File: config.mk
export PLATFORM = sky130hd
export DESIGN_NAME = hte_xfer_engine
export DESIGN_NICKNAME = d
export VERILOG_FILES = /design/src/rtl/hte_pkg.sv /design/src/rtl/hte_hs_decode.sv /design/src/rtl/hte_out_buf.sv /design/src/rtl/hte_in_buf.sv /design/src/rtl/hte_xfer_engine.sv
export SDC_FILE = /design/constraint.sdc
export NUM_CORES = 1
export LEC_CHECK = 0
export ABC_AREA = 1
export BUFFER_PORTS_ARGS = -buffer_cell sky130_fd_sc_hd__buf_2
export CORE_MARGIN = 3
export CORE_UTILIZATION = 50
export DETAILED_ROUTE_END_ITERATION = 6
export PLACE_DENSITY = 0.67
export REMOVE_ABC_BUFFERS = 1
export SYNTH_ARGS = -nofsm -noshare
export SYNTH_HDL_FRONTEND = slang
export SYNTH_SLANG_ARGS = --single-unit
File: constraint.sdc
create_clock -name clk -period 2.45 [get_ports clk]
set_clock_uncertainty 0.05 [all_clocks]
set_input_delay 0.3675 -clock clk [delete_from_list [all_inputs] [get_ports clk]]
set_output_delay 0.3675 -clock clk [all_outputs]
set_load 0.01 [all_outputs]
File: src/rtl/hte_pkg.sv
package hte_pkg;

  // Classification of one handshake write
  typedef enum logic [1:0] {
    EV_NONE   = 2'd0,  // no write, or idle write with no acknowledge change
    EV_ACTIVE = 2'd1,  // write while transfer in progress
    EV_SYNC   = 2'd2,  // idle write with an acknowledge toggle
    EV_END    = 2'd3   // in-progress line released
  } hs_ev_t;

  typedef struct packed {
    logic tack_n;
    logic tip_n;
  } hs_pair_t;

endpackage

File: src/rtl/hte_hs_decode.sv
module hte_hs_decode
  import hte_pkg::*;
(
  input  logic   clk,
  input  logic   rst,
  input  logic   pb_wr,
  input  logic   tip_n,
  input  logic   tack_n,
  output hs_ev_t ev,
  output logic   pair_chg
);

  hs_pair_t last_q;
  hs_pair_t cur;

  assign cur.tack_n = tack_n;
  assign cur.tip_n  = tip_n;
  assign pair_chg   = (cur != last_q);

  always_ff @(posedge clk) begin
    if (rst) begin
      last_q <= '{tack_n: 1'b1, tip_n: 1'b1};
    end else if (pb_wr) begin
      last_q <= cur;
    end
  end

  always_comb begin
    ev = EV_NONE;
    if (pb_wr) begin
      if (!tip_n)
        ev = EV_ACTIVE;
      else if (!last_q.tip_n)
        ev = EV_END;
      else if (tack_n != last_q.tack_n)
        ev = EV_SYNC;
    end
  end

endmodule

File: src/rtl/hte_out_buf.sv
module hte_out_buf #(
  parameter int DATA_W = 8,
  parameter int DEPTH  = 16,
  localparam int AW    = $clog2(DEPTH)
) (
  input  logic              clk,
  input  logic              we,
  input  logic [AW-1:0]     waddr,
  input  logic [DATA_W-1:0] wdata,
  input  logic [AW-1:0]     raddr,
  output logic [DATA_W-1:0] rdata
);

  logic [DATA_W-1:0] mem [DEPTH];

  // simple dual port, registered read: block RAM friendly
  always_ff @(posedge clk) begin
    if (we)
      mem[waddr] <= wdata;
    rdata <= mem[raddr];
  end

endmodule

File: src/rtl/hte_in_buf.sv
module hte_in_buf #(
  parameter int DATA_W = 8,
  parameter int DEPTH  = 16,
  localparam int AW    = $clog2(DEPTH)
) (
  input  logic              clk,
  input  logic              we,
  input  logic [AW-1:0]     waddr,
  input  logic [DATA_W-1:0] wdata,
  input  logic [AW-1:0]     raddr,
  output logic [DATA_W-1:0] rdata
);

  logic [DATA_W-1:0] mem [DEPTH];

  // synchronous write, asynchronous read: distributed RAM
  always_ff @(posedge clk) begin
    if (we)
      mem[waddr] <= wdata;
  end

  assign rdata = mem[raddr];

endmodule

File: src/rtl/hte_xfer_engine.sv
module hte_xfer_engine
  import hte_pkg::*;
#(
  parameter int DATA_W    = 8,
  parameter int OUT_DEPTH = 16,
  parameter int IN_DEPTH  = 16,
  localparam int OUT_AW   = $clog2(OUT_DEPTH),
  localparam int OUT_CW   = $clog2(OUT_DEPTH + 1),
  localparam int IN_AW    = $clog2(IN_DEPTH),
  localparam int IN_CW    = $clog2(IN_DEPTH + 1)
) (
  input  logic              clk,
  input  logic              rst,
  input  logic              dir_host_send,
  input  logic              pb_wr,
  input  logic              pb_tip_n,
  input  logic              pb_tack_n,
  input  logic              sr_wr,
  input  logic [DATA_W-1:0] sr_wdata,
  input  logic              rsp_wr,
  input  logic [IN_AW-1:0]  rsp_waddr,
  input  logic [DATA_W-1:0] rsp_wdata,
  input  logic              rsp_start,
  input  logic [IN_CW-1:0]  rsp_len,
  input  logic [OUT_AW-1:0] ob_raddr,
  output logic              treq_n,
  output logic [DATA_W-1:0] sr_q,
  output logic              sr_irq,
  output logic              pkt_done,
  output logic [OUT_CW-1:0] pkt_len,
  output logic [DATA_W-1:0] ob_rdata
);

  hs_ev_t            ev;
  logic              pair_chg;
  logic [OUT_CW-1:0] out_cnt;
  logic [IN_CW-1:0]  in_idx;
  logic [IN_CW-1:0]  in_len;
  logic [IN_CW-1:0]  in_idx_nx;
  logic [DATA_W-1:0] in_rdata;
  logic              step;
  logic              out_we;
  logic              in_pend;
  logic              in_load;

  hte_hs_decode u_dec (
    .clk      (clk),
    .rst      (rst),
    .pb_wr    (pb_wr),
    .tip_n    (pb_tip_n),
    .tack_n   (pb_tack_n),
    .ev       (ev),
    .pair_chg (pair_chg)
  );

  assign step      = (ev == EV_ACTIVE) && pair_chg;
  assign out_we    = step && dir_host_send && (out_cnt < OUT_CW'(OUT_DEPTH));
  assign in_pend   = (in_idx < in_len);
  assign in_load   = step && !dir_host_send && in_pend;
  assign in_idx_nx = in_idx + IN_CW'(1);

  hte_out_buf #(.DATA_W(DATA_W), .DEPTH(OUT_DEPTH)) u_obuf (
    .clk   (clk),
    .we    (out_we),
    .waddr (out_cnt[OUT_AW-1:0]),
    .wdata (sr_q),
    .raddr (ob_raddr),
    .rdata (ob_rdata)
  );

  hte_in_buf #(.DATA_W(DATA_W), .DEPTH(IN_DEPTH)) u_ibuf (
    .clk   (clk),
    .we    (rsp_wr),
    .waddr (rsp_waddr),
    .wdata (rsp_wdata),
    .raddr (in_idx[IN_AW-1:0]),
    .rdata (in_rdata)
  );

  always_ff @(posedge clk) begin
    if (rst) begin
      treq_n   <= 1'b1;
      sr_q     <= '0;
      sr_irq   <= 1'b0;
      pkt_done <= 1'b0;
      pkt_len  <= '0;
      out_cnt  <= '0;
      in_idx   <= '0;
      in_len   <= '0;
    end else begin
      sr_irq   <= 1'b0;
      pkt_done <= 1'b0;
      pkt_len  <= '0;
      if (sr_wr)
        sr_q <= sr_wdata;
      unique case (ev)
        EV_ACTIVE: begin
          if (step && dir_host_send) begin
            sr_irq <= 1'b1;
            if (out_we)
              out_cnt <= out_cnt + OUT_CW'(1);
          end
          if (in_load) begin
            sr_q   <= in_rdata;
            in_idx <= in_idx_nx;
            sr_irq <= 1'b1;
            if (in_idx_nx >= in_len)
              treq_n <= 1'b1;
          end
        end
        EV_SYNC: treq_n <= pb_tack_n;
        EV_END: begin
          sr_irq <= 1'b1;
          if (out_cnt != '0) begin
            pkt_done <= 1'b1;
            pkt_len  <= out_cnt;
            out_cnt  <= '0;
          end
          if (in_pend)
            treq_n <= 1'b0;
        end
        default: ;
      endcase
      if (rsp_start) begin
        in_idx <= '0;
        in_len <= rsp_len;
        if (rsp_len != '0)
          treq_n <= 1'b0;
      end
    end
  end

  // idle state right after reset
  a_r1_reset_idle: assert property (@(posedge clk)
    rst |=> (treq_n && !sr_irq && !pkt_done && pkt_len == '0));

  // outbound count never exceeds the buffer depth
  a_r2_no_overflow: assert property (@(posedge clk) disable iff (rst)
    out_cnt <= OUT_CW'(OUT_DEPTH));

  // last response byte releases the request line
  a_r5_last_release: assert property (@(posedge clk) disable iff (rst)
    (in_load && in_idx_nx == in_len && !rsp_start) |=> treq_n);

  // a completed packet never reports zero bytes
  a_r7_len_nonzero: assert property (@(posedge clk) disable iff (rst)
    pkt_done |-> (pkt_len != '0));

  // starting a non-empty response requests the host
  a_r9_start_req: assert property (@(posedge clk) disable iff (rst)
    (rsp_start && rsp_len != '0) |=> !treq_n);

  // a repeated pair during a transfer has no effect
  a_r10_repeat_quiet: assert property (@(posedge clk) disable iff (rst)
    (ev == EV_ACTIVE && !pair_chg) |=> (!sr_irq && !pkt_done));

endmodule

==> impl_metrics.env <==
export IMPL_status="completed"
export IMPL_synth_top_area_share=0.6290
export IMPL_portBuffers=61
export IMPL_h_tree_depth=1
export IMPL_hp_start="pb_tip_n"
export IMPL_cts_tree="done"
export IMPL_first_pass_iters=7
export IMPL_core_um2=23750
export IMPL_cp_required_ns=2.85
export IMPL_place_area_um2=13080
export IMPL_power_leakage_nw=5.286
export IMPL_fillerInstances=1838
export IMPL_postSynthAreaPerCell_um2=12.22
export IMPL_netlist_area_um2=12220
export IMPL_grt_pass1_wl_mm=41.08
export IMPL_syn2layout_area_growth_pct=16.38
export IMPL_critPathArrivalTime_ns=2.48
export IMPL_clock_path_buffers=3
export IMPL_wl_mm=26.48
export IMPL_fin_area_um2=14220
export IMPL_maxSlewViolCount=0
export IMPL_fmax_mhz=479.7
export IMPL_drive_above_1_share=0.1542
export IMPL_setup_violations=0
export IMPL_grt_usage=0.2004
export IMPL_hold_slack_ns=0.04417
export IMPL_crit_path_end_kind="register"
export IMPL_cts_sinks=301
export IMPL_cts_resized=0
export IMPL_ys_warn_count=0
export IMPL_hp_class="in -> reg"
export IMPL_clk_latency_ns=0.55
export IMPL_cp_num_buf_inv=0
export IMPL_tightest_slew_ns=0.7032
export IMPL_drv_cap=0
export IMPL_die_h_um=162.3
export IMPL_final_cells=1443
export IMPL_die_area_um2=26360
export IMPL_tns_ns=0
export IMPL_fin_nets=1151
export IMPL_grt_max_degree=65
export IMPL_pre_cts_ws_ns=0.2688
export IMPL_path_common_cell="nand2_1"
export IMPL_grt_overflow=0
export IMPL_crit_type="reg -> reg"
export IMPL_postRouteAntennaNets=0
export IMPL_hold_viol_final=0
export IMPL_syn_inst=1000
export IMPL_cp_startpoint="in_idx[1]"
export IMPL_synth_most_common_cell="edfxtp_1"
export IMPL_crit_fanout=4
export IMPL_numCtsBuffers=31
export IMPL_cpMaxStageDelayCell="dfxtp_1"
export IMPL_io_pins=62
export IMPL_synthTopCellsByCount="edfxtp_1, nor2_1, o21ai_0"
export IMPL_synth_area_leaders="edfxtp_1, dfxtp_1, o21ai_0"
export IMPL_antenna_found_initial=2
export IMPL_initial_core_util=0.5145
export IMPL_synth_area_leader_cell="edfxtp_1"
export IMPL_num_rows=56
export IMPL_remaining_drc_errors=0
export IMPL_synth_async_reset_ratio=0
export IMPL_dp_cells=1378
export IMPL_seq_area_frac_synth=0.7027
export IMPL_die_w_um=162.3
export IMPL_slew_headroom=0.5294
export IMPL_p_per_area_nw_per_um2=789.4
export IMPL_min_period_ns=2.085
export IMPL_place_hpwl_mm=17.09
export IMPL_cts_setup_buffers=0
export IMPL_ys_ff_latch=301
export IMPL_grt_pass1_vias=7559
export IMPL_synth_cell_type_count=33
export IMPL_wl_per_cell_um=18.35
export IMPL_ys_flop_type="edfxtp_1"
export IMPL_irDropWorstVdd_mv=0.6239
export IMPL_synth_edff_count=256
export IMPL_drtIter0Drc=690
export IMPL_cts_reportedPaths_clkPinSlew_ns=0.06
export IMPL_avgViaCountPerCell=5.432
export IMPL_routabilityCongestion=0.8719
export IMPL_rsz0062_at_grt="false"
export IMPL_fin_ws_ns=0.3654
export IMPL_startpoint_type="register"
export IMPL_reg2reg_from="in_idx[1]"
export IMPL_cpLargestDelayFamily="adder cells"
export IMPL_crit_chain="ha_1 > nand3_1 > xnor2_1 > ha_1 > a21oi_1 > o21ai_0 > nor2_1 > nand2_1 > nand2_1 > nand2_1 > nand2_1 > nand2_1 > nand2_1 > nand2_1"
export IMPL_cts_root_buf="clkbuf_16"
export IMPL_fin_crit_sh=0.8508
export IMPL_final_util=0.5988
export IMPL_power_mw=11.23
export IMPL_vias=7838
export IMPL_cpPeakStageDelay_ns=0.41
[area by class of cell]
type                            instances  area (um^2)  share of cell area
Sequential cell                       301         8591              0.6040
Multi-Input combinational cell        573         3100              0.2180
Clock buffer                           36        794.5             0.05586
Timing Repair Buffer                  114        755.7             0.05313
Tap cell                              319        399.1             0.02806
Clock inverter                         22        292.8             0.02058
Inverter                               76        285.3             0.02006
Antenna cell                            2        5.005           0.0003519
[state kept, by name (all words and copies together), names as in the netlist, named ones only]
name and cells:
sr_q 8, u_ibuf.mem 128, in_idx 5, u_dec.last_q 2
pkt_done 1, sr_irq 1, u_obuf.rdata 8, in_len 5
u_obuf.mem 128, treq_n 1, pkt_len 5, out_cnt 5
[kinds of logic after synthesis]
kind of cell	Yosys count	synth area share
xor gates and xnor gates	3	0.002150
muxes	32	0.02621
DFF	301	0.7027
AOI/OAI and AO/OA	254	0.1192
buffers and inverters	126	0.04361
and+or+nand+nor	268	0.08978
adders and majority gates	16	0.01638
[repair_timing]
action,CTS,global route
endpoints found under the setup margin,0,0
hold endpoints to repair,4,0
hold buffers,5,0
[report_power, final]
| part | switching (mW) | internal [mW] | total, mW |
|---|---|---|---|
| Combinational | 0.391 | 0.189 | 0.579 |
| Sequential | 0.0457 | 5.66 | 5.70 |
| Clock | 1.89 | 3.05 | 4.94 |
| Total | 2.33 | 8.90 | 11.2 |
[layer usage]
layer	global-route usage	part of all wire	vias up	routed length [um]
li1	-	-	3794	-
met1	0.2696	0.43	3711	11270
met2	0.3343	0.47	268	12550
met3	0.02645	0.059	65	1568
met4	0.07794	0.041	0	1093
met5	0	0	-	0
[worst paths after layout]
| kind | endpoint | slack (ns) | depth (start not counted) |
|---|---|---|---|
| worst max-delay path | treq_n | 0.37 | 14 |
| worst min-delay path | u_dec.last_q[0] | 0.04 | 3 |
| worst max register to register | treq_n | 0.37 | 14 |
| worst min register to register | in_idx[4] | 0.45 | 2 |
[worst min-delay path: cells and delay by family]
family	cells	cell delay [ns]
buffers and inverters	1	0.09
and+or+nand+nor	2	0.16
[cells in the final DEF (no fill, tap or decap), types with 2 or more instances in the layout]
cell and n:
edfxtp_1 256, dfxtp_2 2, xor2_1 2, clkinvlp_4 2, nor2_1 143, dfxtp_1 43, o21ai_0 128, mux2i_1 32
a21oi_1 49, dlygate4sd3_1 5, nand2_1 79, inv_2 2, buf_12 3, nand3_2 3, clkbuf_1 5, nand4_1 2
inv_1 74, buf_4 46, buf_2 60, clkinv_1 4, clkbuf_16 31, nor3_1 6, ha_1 16, clkinv_2 7
a31oi_1 9, o211ai_1 64, bufinv_16 7, diode_2 2, nand3_1 27, nand2_2 4
No activity file was read; power rests on OpenSTA's default activity.
